===== src/rtl/va_range_pkg.sv =====
package va_range_pkg;
  localparam int ADDR_W     = 64;
  localparam int LSB_NARROW = 48;
  localparam int LSB_WIDE   = 52;
  localparam int TAG_LSB    = 56;

  typedef struct packed {
    logic load;
  } strobes_t;

  typedef struct packed {
    logic selUpper;
    logic fault;
  } verdict_t;
endpackage


===== src/rtl/va_range_classify.sv =====
module va_range_classify
  import va_range_pkg::*;
#(
  parameter int AW      = ADDR_W,
  parameter int LSB_N   = LSB_NARROW,
  parameter int LSB_W   = LSB_WIDE,
  parameter int TAG_LO  = TAG_LSB
) (
  input  logic [AW-1:0] addr,
  input  logic          wideEff,
  input  logic          tagIgnore,
  output verdict_t      verdict
);
  logic [AW-1:0] fieldMask;

  for (genvar i = 0; i < AW; i++) begin : g_mask
    localparam bit IN_NARROW = (i >= LSB_N);
    localparam bit IN_WIDE   = (i >= LSB_W);
    localparam bit BELOW_TAG = (i < TAG_LO);
    always_comb begin
      fieldMask[i] = (wideEff ? IN_WIDE : IN_NARROW) && (tagIgnore ? BELOW_TAG : 1'b1);
    end
  end

  logic allOnes;
  logic allZeros;

  always_comb begin
    allOnes          = &(addr | ~fieldMask);
    allZeros         = ~|(addr & fieldMask);
    verdict.fault    = ~(allOnes | allZeros);
    verdict.selUpper = allOnes & ~allZeros;
  end
endmodule


===== src/rtl/va_range_dp.sv =====
module va_range_dp
  import va_range_pkg::*;
#(
  parameter int AW = ADDR_W
) (
  input  logic          clk,
  input  strobes_t      strb,
  input  logic [AW-1:0] inAddr,
  input  logic          inWide,
  input  logic          inGran64k,
  input  logic          inTagIgnore,
  output logic [AW-1:0] outAddr,
  output logic          outSelUpper,
  output logic          outFault
);
  logic     wideEff;
  verdict_t verdictNext;
  logic [AW-1:0] addrQ;
  verdict_t      verdictQ;

  always_comb wideEff = inWide & inGran64k;

  va_range_classify #(.AW(AW)) u_classify (
    .addr     (inAddr),
    .wideEff  (wideEff),
    .tagIgnore(inTagIgnore),
    .verdict  (verdictNext)
  );

  always_ff @(posedge clk) begin
    if (strb.load) begin
      addrQ    <= inAddr;
      verdictQ <= verdictNext;
    end
  end

  always_comb begin
    outAddr     = addrQ;
    outFault    = verdictQ.fault;
    outSelUpper = verdictQ.selUpper & ~verdictQ.fault;
  end
endmodule


===== src/rtl/va_range_ctrl.sv =====
module va_range_ctrl
  import va_range_pkg::*;
(
  input  logic     clk,
  input  logic     rst,
  input  logic     inValid,
  input  logic     outReady,
  output logic     inReady,
  output logic     outValid,
  output strobes_t strb
);
  logic validQ;

  always_comb begin
    inReady   = ~validQ | outReady;
    strb.load = inValid & inReady;
    outValid  = validQ;
  end

  always_ff @(posedge clk) begin
    if (rst)            validQ <= 1'b0;
    else if (strb.load) validQ <= 1'b1;
    else if (outReady)  validQ <= 1'b0;
  end
endmodule


===== src/rtl/va_range_sel.sv =====
module va_range_sel
  import va_range_pkg::*;
(
  input  logic              clk,
  input  logic              rst,
  input  logic              inValid,
  output logic              inReady,
  input  logic [ADDR_W-1:0] inAddr,
  input  logic              inWide,
  input  logic              inGran64k,
  input  logic              inTagIgnore,
  output logic              outValid,
  input  logic              outReady,
  output logic [ADDR_W-1:0] outAddr,
  output logic              outSelUpper,
  output logic              outFault
);
  strobes_t strb;

  va_range_ctrl u_ctrl (
    .clk     (clk),
    .rst     (rst),
    .inValid (inValid),
    .outReady(outReady),
    .inReady (inReady),
    .outValid(outValid),
    .strb    (strb)
  );

  va_range_dp #(.AW(ADDR_W)) u_dp (
    .clk        (clk),
    .strb       (strb),
    .inAddr     (inAddr),
    .inWide     (inWide),
    .inGran64k  (inGran64k),
    .inTagIgnore(inTagIgnore),
    .outAddr    (outAddr),
    .outSelUpper(outSelUpper),
    .outFault   (outFault)
  );
endmodule


===== config.mk =====
export PLATFORM = sky130hd
export DESIGN_NAME = va_range_sel
export DESIGN_NICKNAME = d
export VERILOG_FILES = /design/src/rtl/va_range_pkg.sv /design/src/rtl/va_range_classify.sv /design/src/rtl/va_range_dp.sv /design/src/rtl/va_range_ctrl.sv /design/src/rtl/va_range_sel.sv
export SDC_FILE = /design/constraint.sdc
export NUM_CORES = 1
export LEC_CHECK = 0
export BUFFER_PORTS_ARGS = -buffer_cell sky130_fd_sc_hd__buf_2
export CORE_MARGIN = 4
export CORE_UTILIZATION = 41
export DETAILED_ROUTE_END_ITERATION = 16
export GPL_TIMING_DRIVEN = 0
export PLACE_DENSITY = 0.77
export SETUP_SLACK_MARGIN = 0.02
export SYNTH_ARGS = -nofsm -noshare
export SYNTH_HDL_FRONTEND = slang
export SYNTH_SLANG_ARGS = --single-unit

===== constraint.sdc =====
create_clock -name clk -period 2.8 [get_ports clk]
set_input_delay 0.42 -clock clk [delete_from_list [all_inputs] [get_ports clk]]
set_output_delay 0.42 -clock clk [all_outputs]
set_load 0.005 [all_outputs]

Word-level counts from Yosys, hierarchy flattened
Index checks and enable logic that the tools add are counted.
Word-level totals
  flip-flop bits (word level): 67
  bits of input ports: 71
  output and inout bits: 68
  word-level logic and storage cells: 24
Cells by class
  muxes and demuxes: 4
  bitwise gates (word level): 12
  reductions and logical operators: 4
Operators by type and width (count)
  $and 64x64->64: 1
  $not 64->64: 1
  $or 64x64->64: 1
  $reduce_and 64->1: 1
  $reduce_or 64->1: 1
  $and 1x1->1: 4
  $mux 1: 4
  $not 1->1: 3
  $or 1x1->1: 2
  $reduce_bool 2->1: 1
  $logic_not 1->1: 1

Logic depth before layout (Yosys ltp)
  depth in word-level cells: 7
  depth in mapped cells: 3
  gate-level depth less buffers: 3

Modules after synthesis
Synthesis repeated with hierarchy kept, for this count alone.
Unflattened totals
  cells, all modules: 86
  area total of the unflattened synthesis: 2144.6 um^2
Modules (own cells, without submodules)
  va_range_dp: times used 1, cells each 68, area an instance 2001.9 um^2, sequential area each 1981.9 um^2
  va_range_classify: times used 1, cells each 13, area an instance 87.6 um^2, sequential area each 0.0 um^2
  va_range_ctrl: times used 1, cells each 5, area an instance 55.1 um^2, sequential area each 20.0 um^2

Least setup slack after synthesis
No wires, ideal clock.
  kind: input-to-reg
  from: input port outReady
  to: register u_dp.addrQ[0], in the netlist u_dp.outAddr[0], enable pin
  setup time: 431 ps
  arrival: 2137 ps
  required time: 2369 ps
  slack: 232 ps
  stages: 2
  buffers on the path: 0
  cells stage by stage: nand2b_1 -> and2_1
Between the ends
  longest elaborated chain between the ends: 2
RTL lines
  start: declaration: RTL line va_range_sel.sv:13  | input logic outReady,
  $or 1x1->1: RTL line va_range_ctrl.sv:15  | inReady = ~validQ | outReady;
  $and 1x1->1: RTL line va_range_ctrl.sv:16  | strb.load = inValid & inReady;
  via strb: RTL line va_range_sel.sv:18  | strobes_t strb;
  end signal: assignment: RTL line va_range_dp.sv:32  | addrQ <= inAddr;
  end: declaration: RTL line va_range_dp.sv:18  | logic [AW-1:0] addrQ;
The timed path passes the listed nets, and every way through them passes these cells.
A chain may end at the register's enable or synchronous reset.

Worst setup path after layout
  from: register u_ctrl.validQ, in the netlist u_ctrl.outValid
  to: register u_dp.addrQ[15], in the netlist u_dp.outAddr[15], enable pin
Between the ends
  longest elaborated chain between the ends: 3
RTL lines
  start: declaration: RTL line va_range_ctrl.sv:12  | logic validQ;
  start signal: assignment: RTL line va_range_ctrl.sv:21  | if (rst) validQ <= 1'b0;
  start signal: assignment: RTL line va_range_ctrl.sv:22  | else if (strb.load) validQ <= 1'b1;
  start signal: assignment: RTL line va_range_ctrl.sv:23  | else if (outReady) validQ <= 1'b0;
  $not 1->1: RTL line va_range_ctrl.sv:15
  $or 1x1->1: RTL line va_range_ctrl.sv:15
  $and 1x1->1: RTL line va_range_ctrl.sv:16
  via strb: RTL line va_range_sel.sv:18
The timed path passes the listed nets, and every way through them passes these cells.

==> metrics.txt <==
# TYPE chip_impl_metric gauge
chip_impl_info{name="status",value="completed"} 1
chip_impl_metric{name="finalSetupViolations",unit=""} 0
chip_impl_metric{name="critical_path_maximum_fanout",unit=""} 42
chip_impl_metric{name="total_leakage_power",unit="nW"} 1.32
chip_impl_info{name="cts_root_buffer",value="clkbuf_8"} 1
chip_impl_metric{name="fp.dieArea",unit="mm^2"} 0.00641
chip_impl_metric{name="worst_ep_arrival_time",unit="ns"} 1.64
chip_impl_metric{name="htreeDepth",unit=""} 3
chip_impl_metric{name="grt_start_max_net_pins",unit=""} 43
chip_impl_metric{name="ys_seq_elements",unit=""} 67
chip_impl_metric{name="insertedDiodeCount",unit=""} 0
chip_impl_metric{name="postRouteWirelength",unit="um"} 5010
chip_impl_metric{name="gpl.final_weighted_congestion",unit=""} 0.707
chip_impl_metric{name="post_synth_num_cell_types",unit=""} 14
chip_impl_metric{name="finClkSkew",unit="ns"} 0.00355
chip_impl_metric{name="final_util",unit=""} 0.641
chip_impl_metric{name="drt-pass1-iter-count",unit=""} 4
chip_impl_metric{name="hold_slack",unit="ns"} 0.257
chip_impl_metric{name="mappedNetlistNets",unit=""} 157
chip_impl_info{name="min_path_type",value="in2reg"} 1
chip_impl_metric{name="total_power_divided_by_cell_area",unit="mW/mm^2"} 678
chip_impl_metric{name="std_cell_rows",unit=""} 25
chip_impl_metric{name="global_route_wire_length_before_repair",unit="um"} 7270
chip_impl_metric{name="worst-path-buf-inv",unit=""} 1
chip_impl_metric{name="fp.coreArea",unit="mm^2"} 0.00488
chip_impl_metric{name="design.portCount",unit=""} 139
chip_impl_metric{name="cts_buffers",unit=""} 9
chip_impl_metric{name="grt-ovfl-total",unit=""} 0
chip_impl_metric{name="remaining_drc_errors",unit=""} 0
chip_impl_metric{name="final-max-slew-violation-count",unit=""} 0
chip_impl_metric{name="worstSkewPairLatency",unit="ns"} 0.33
chip_impl_metric{name="post-route-period-util",unit=""} 0.578
chip_impl_metric{name="route.detailed.vias_per_inst",unit=""} 4.62
chip_impl_metric{name="total_of_warnings_raised_by_yosys",unit=""} 0
chip_impl_metric{name="globalRouteTotalUtil",unit=""} 0.160
chip_impl_metric{name="seqCellArea",unit="mm^2"} 0.00200
chip_impl_metric{name="die_width",unit="um"} 80.1
chip_impl_info{name="path_delay_family",value="simple AND/OR/NAND/NOR gates"} 1
chip_impl_metric{name="achievable-frequency",unit="GHz"} 0.618
chip_impl_metric{name="ctsLongestPathBuffers",unit=""} 2
chip_impl_metric{name="route.vias.total",unit=""} 1422
chip_impl_metric{name="met2WireLength",unit="um"} 2570
chip_impl_metric{name="initialDrtViolationCount",unit=""} 70
chip_impl_metric{name="post-synth-top-area-fraction",unit=""} 0.931
chip_impl_metric{name="synth.avg_cell_area",unit="um^2"} 24.7
chip_impl_metric{name="antenna_violating_nets_post_route",unit=""} 0
chip_impl_metric{name="worst_setup_hold_path_clk_slew",unit="ns"} 0.07
chip_impl_metric{name="netlist_area_before_placement",unit="mm^2"} 0.00213
chip_impl_metric{name="timing_worst_slew_pin_value",unit="ns"} 0.606
chip_impl_metric{name="seq_area_frac_synth",unit=""} 0.941
chip_impl_metric{name="clock_period_minus_worst_slack",unit="ns"} 1.62
chip_impl_metric{name="routedWlPerCell",unit="um"} 16.3
chip_impl_metric{name="multi_input_area",unit="um^2"} 124
chip_impl_metric{name="routed-wl-met3",unit="um"} 548
chip_impl_metric{name="report.final.hold_viol_count",unit=""} 0
chip_impl_metric{name="met1Wirelength",unit="um"} 1740
chip_impl_metric{name="max_slew_margin",unit=""} 0.596
chip_impl_metric{name="worst-endpoint-required",unit="ns"} 2.82
chip_impl_info{name="highest-signal-layer",value="met4"} 1
chip_impl_metric{name="cts_resized",unit=""} 0
chip_impl_metric{name="growth_of_design_area_from_synthesis_to_finish",unit="%"} 46.9
chip_impl_metric{name="grt_pass1_vias",unit=""} 1343
chip_impl_metric{name="tritoncts_num_sinks",unit=""} 67
chip_impl_info{name="tritoncts",value="done"} 1
chip_impl_metric{name="buffer_ports.inserted",unit=""} 138
chip_impl_info{name="end_kind",value="flop"} 1
chip_impl_metric{name="final_layout_fill_cell_count",unit=""} 358
chip_impl_metric{name="cts_setup_buffers",unit=""} 0
chip_impl_info{name="setup_repair_after_global_routing_missed_its_margin",value="false"} 1
chip_impl_metric{name="nets_finish",unit=""} 307
chip_impl_info{name="cpMaxStageDelayCell",value="and2_2"} 1
chip_impl_info{name="path_cells",value="nand2b_1 > and2_2 > buf_12"} 1
chip_impl_metric{name="grt_antenna_before_repair",unit=""} 0
chip_impl_info{name="yosysTopAreaCell",value="edfxtp_1"} 1
chip_impl_metric{name="overall_die_height",unit="um"} 80.1
chip_impl_metric{name="maxCapViolations",unit=""} 0
chip_impl_metric{name="floorplan.initialDensity",unit=""} 0.436
chip_impl_info{name="timing.critical_path.from_type",value="flop"} 1
chip_impl_info{name="synth.area.top_cells",value="edfxtp_1, nand4_1, dfxtp_1"} 1
chip_impl_metric{name="vdd.ir_drop.worst",unit="mV"} 0.304
chip_impl_info{name="worst-setup-path-type",value="reg2reg"} 1
chip_impl_metric{name="cts-hold-fix-buffers",unit=""} 0
chip_impl_metric{name="crit_path_largest_cell_delay",unit="ns"} 0.56
chip_impl_metric{name="final_layout_size_suffix_gt1_frac",unit=""} 0.651
chip_impl_metric{name="synthCells",unit=""} 86
chip_impl_metric{name="post-dp-hpwl",unit="um"} 3860
[routing by layer]
metal | vias to the layer above | track usage
li1 | 654 | -
met1 | 658 | 0.168
met2 | 97 | 0.269
met3 | 13 | 0.0549
met4 | 0 | 0.105
met5 | - | 0
[sequential cells by signal, summed over array words and instances (netlist names)]
name             cells
u_dp.verdictQ        1
u_dp.outAddr        64
u_dp.outFault        1
u_ctrl.outValid      1
[path summary, 6_finish.rpt]
kind | start | end | slack [ns] | cells past startpoint
worst max-delay path | u_ctrl.outValid | u_dp.outAddr[15] | 1.18 | 3
worst min-delay path | rst | u_ctrl.outValid | 0.26 | 2
worst max register to register | u_ctrl.outValid | u_dp.outAddr[15] | 1.18 | 3
worst min register to register | u_ctrl.outValid | u_ctrl.outValid | 0.57 | 2
[kinds of logic after synthesis]
group,after synthesis,share of synthesized area
flip-flops,67,0.941
AND/OR/NAND/NOR,12,0.0341
AO/OA/AOI/OAI,6,0.0235
buffers and inverters,1,0.00176
[synth_stat cells]
cell and count:
dfxtp_1 1, inv_1 1, nand4_1 4, o21bai_1 1, a32oi_1 1, nand2b_1 1
nand2_1 1, a21oi_1 2, edfxtp_1 66, o41ai_2 1, nor4_1 3, a21o_1 1
nor2b_1 1, and2_1 2
[final cells by class]
cell class                      count  area share
Clock buffer                        9      0.0396
Sequential cell                    67       0.641
Inverter                            1     0.00120
Tap cell                           67      0.0268
Multi-Input combinational cell     18      0.0396
Timing Repair Buffer              139       0.227
Clock inverter                      7      0.0248
[report_power, final]
part	total (mW)	leakage (nW)	internal [mW]	switching, mW
Sequential	1.18	0.645	1.17	0.0121
Clock	0.782	0.0881	0.415	0.368
Combinational	0.154	0.591	0.0769	0.0774
[placed cells by master (no fill, tap or decap), drive strengths merged, types with 2 or more instances in the layout]
cell type  count
nor4           3
nand4          4
clkinvlp       4
and2           2
inv            2
clkbuf         9
edfxtp        66
a21oi          2
buf          139
[through the flow]
step	power (mW)	instance area (um^2)	setup slack, ns	setup TNS [ns]	instances
CTS	2.15	3130	1.16	0	308
finish	2.12	3130	1.18	0	308
global route	2.22	3130	1.08	0	308
global placement	1.35	2900	-0.280	-18.32	291
detailed placement	1.36	2920	0.946	0	292
floorplan	1.24	2130	0.232	0	86
Note: power is estimated with default switching activity, not from simulation.
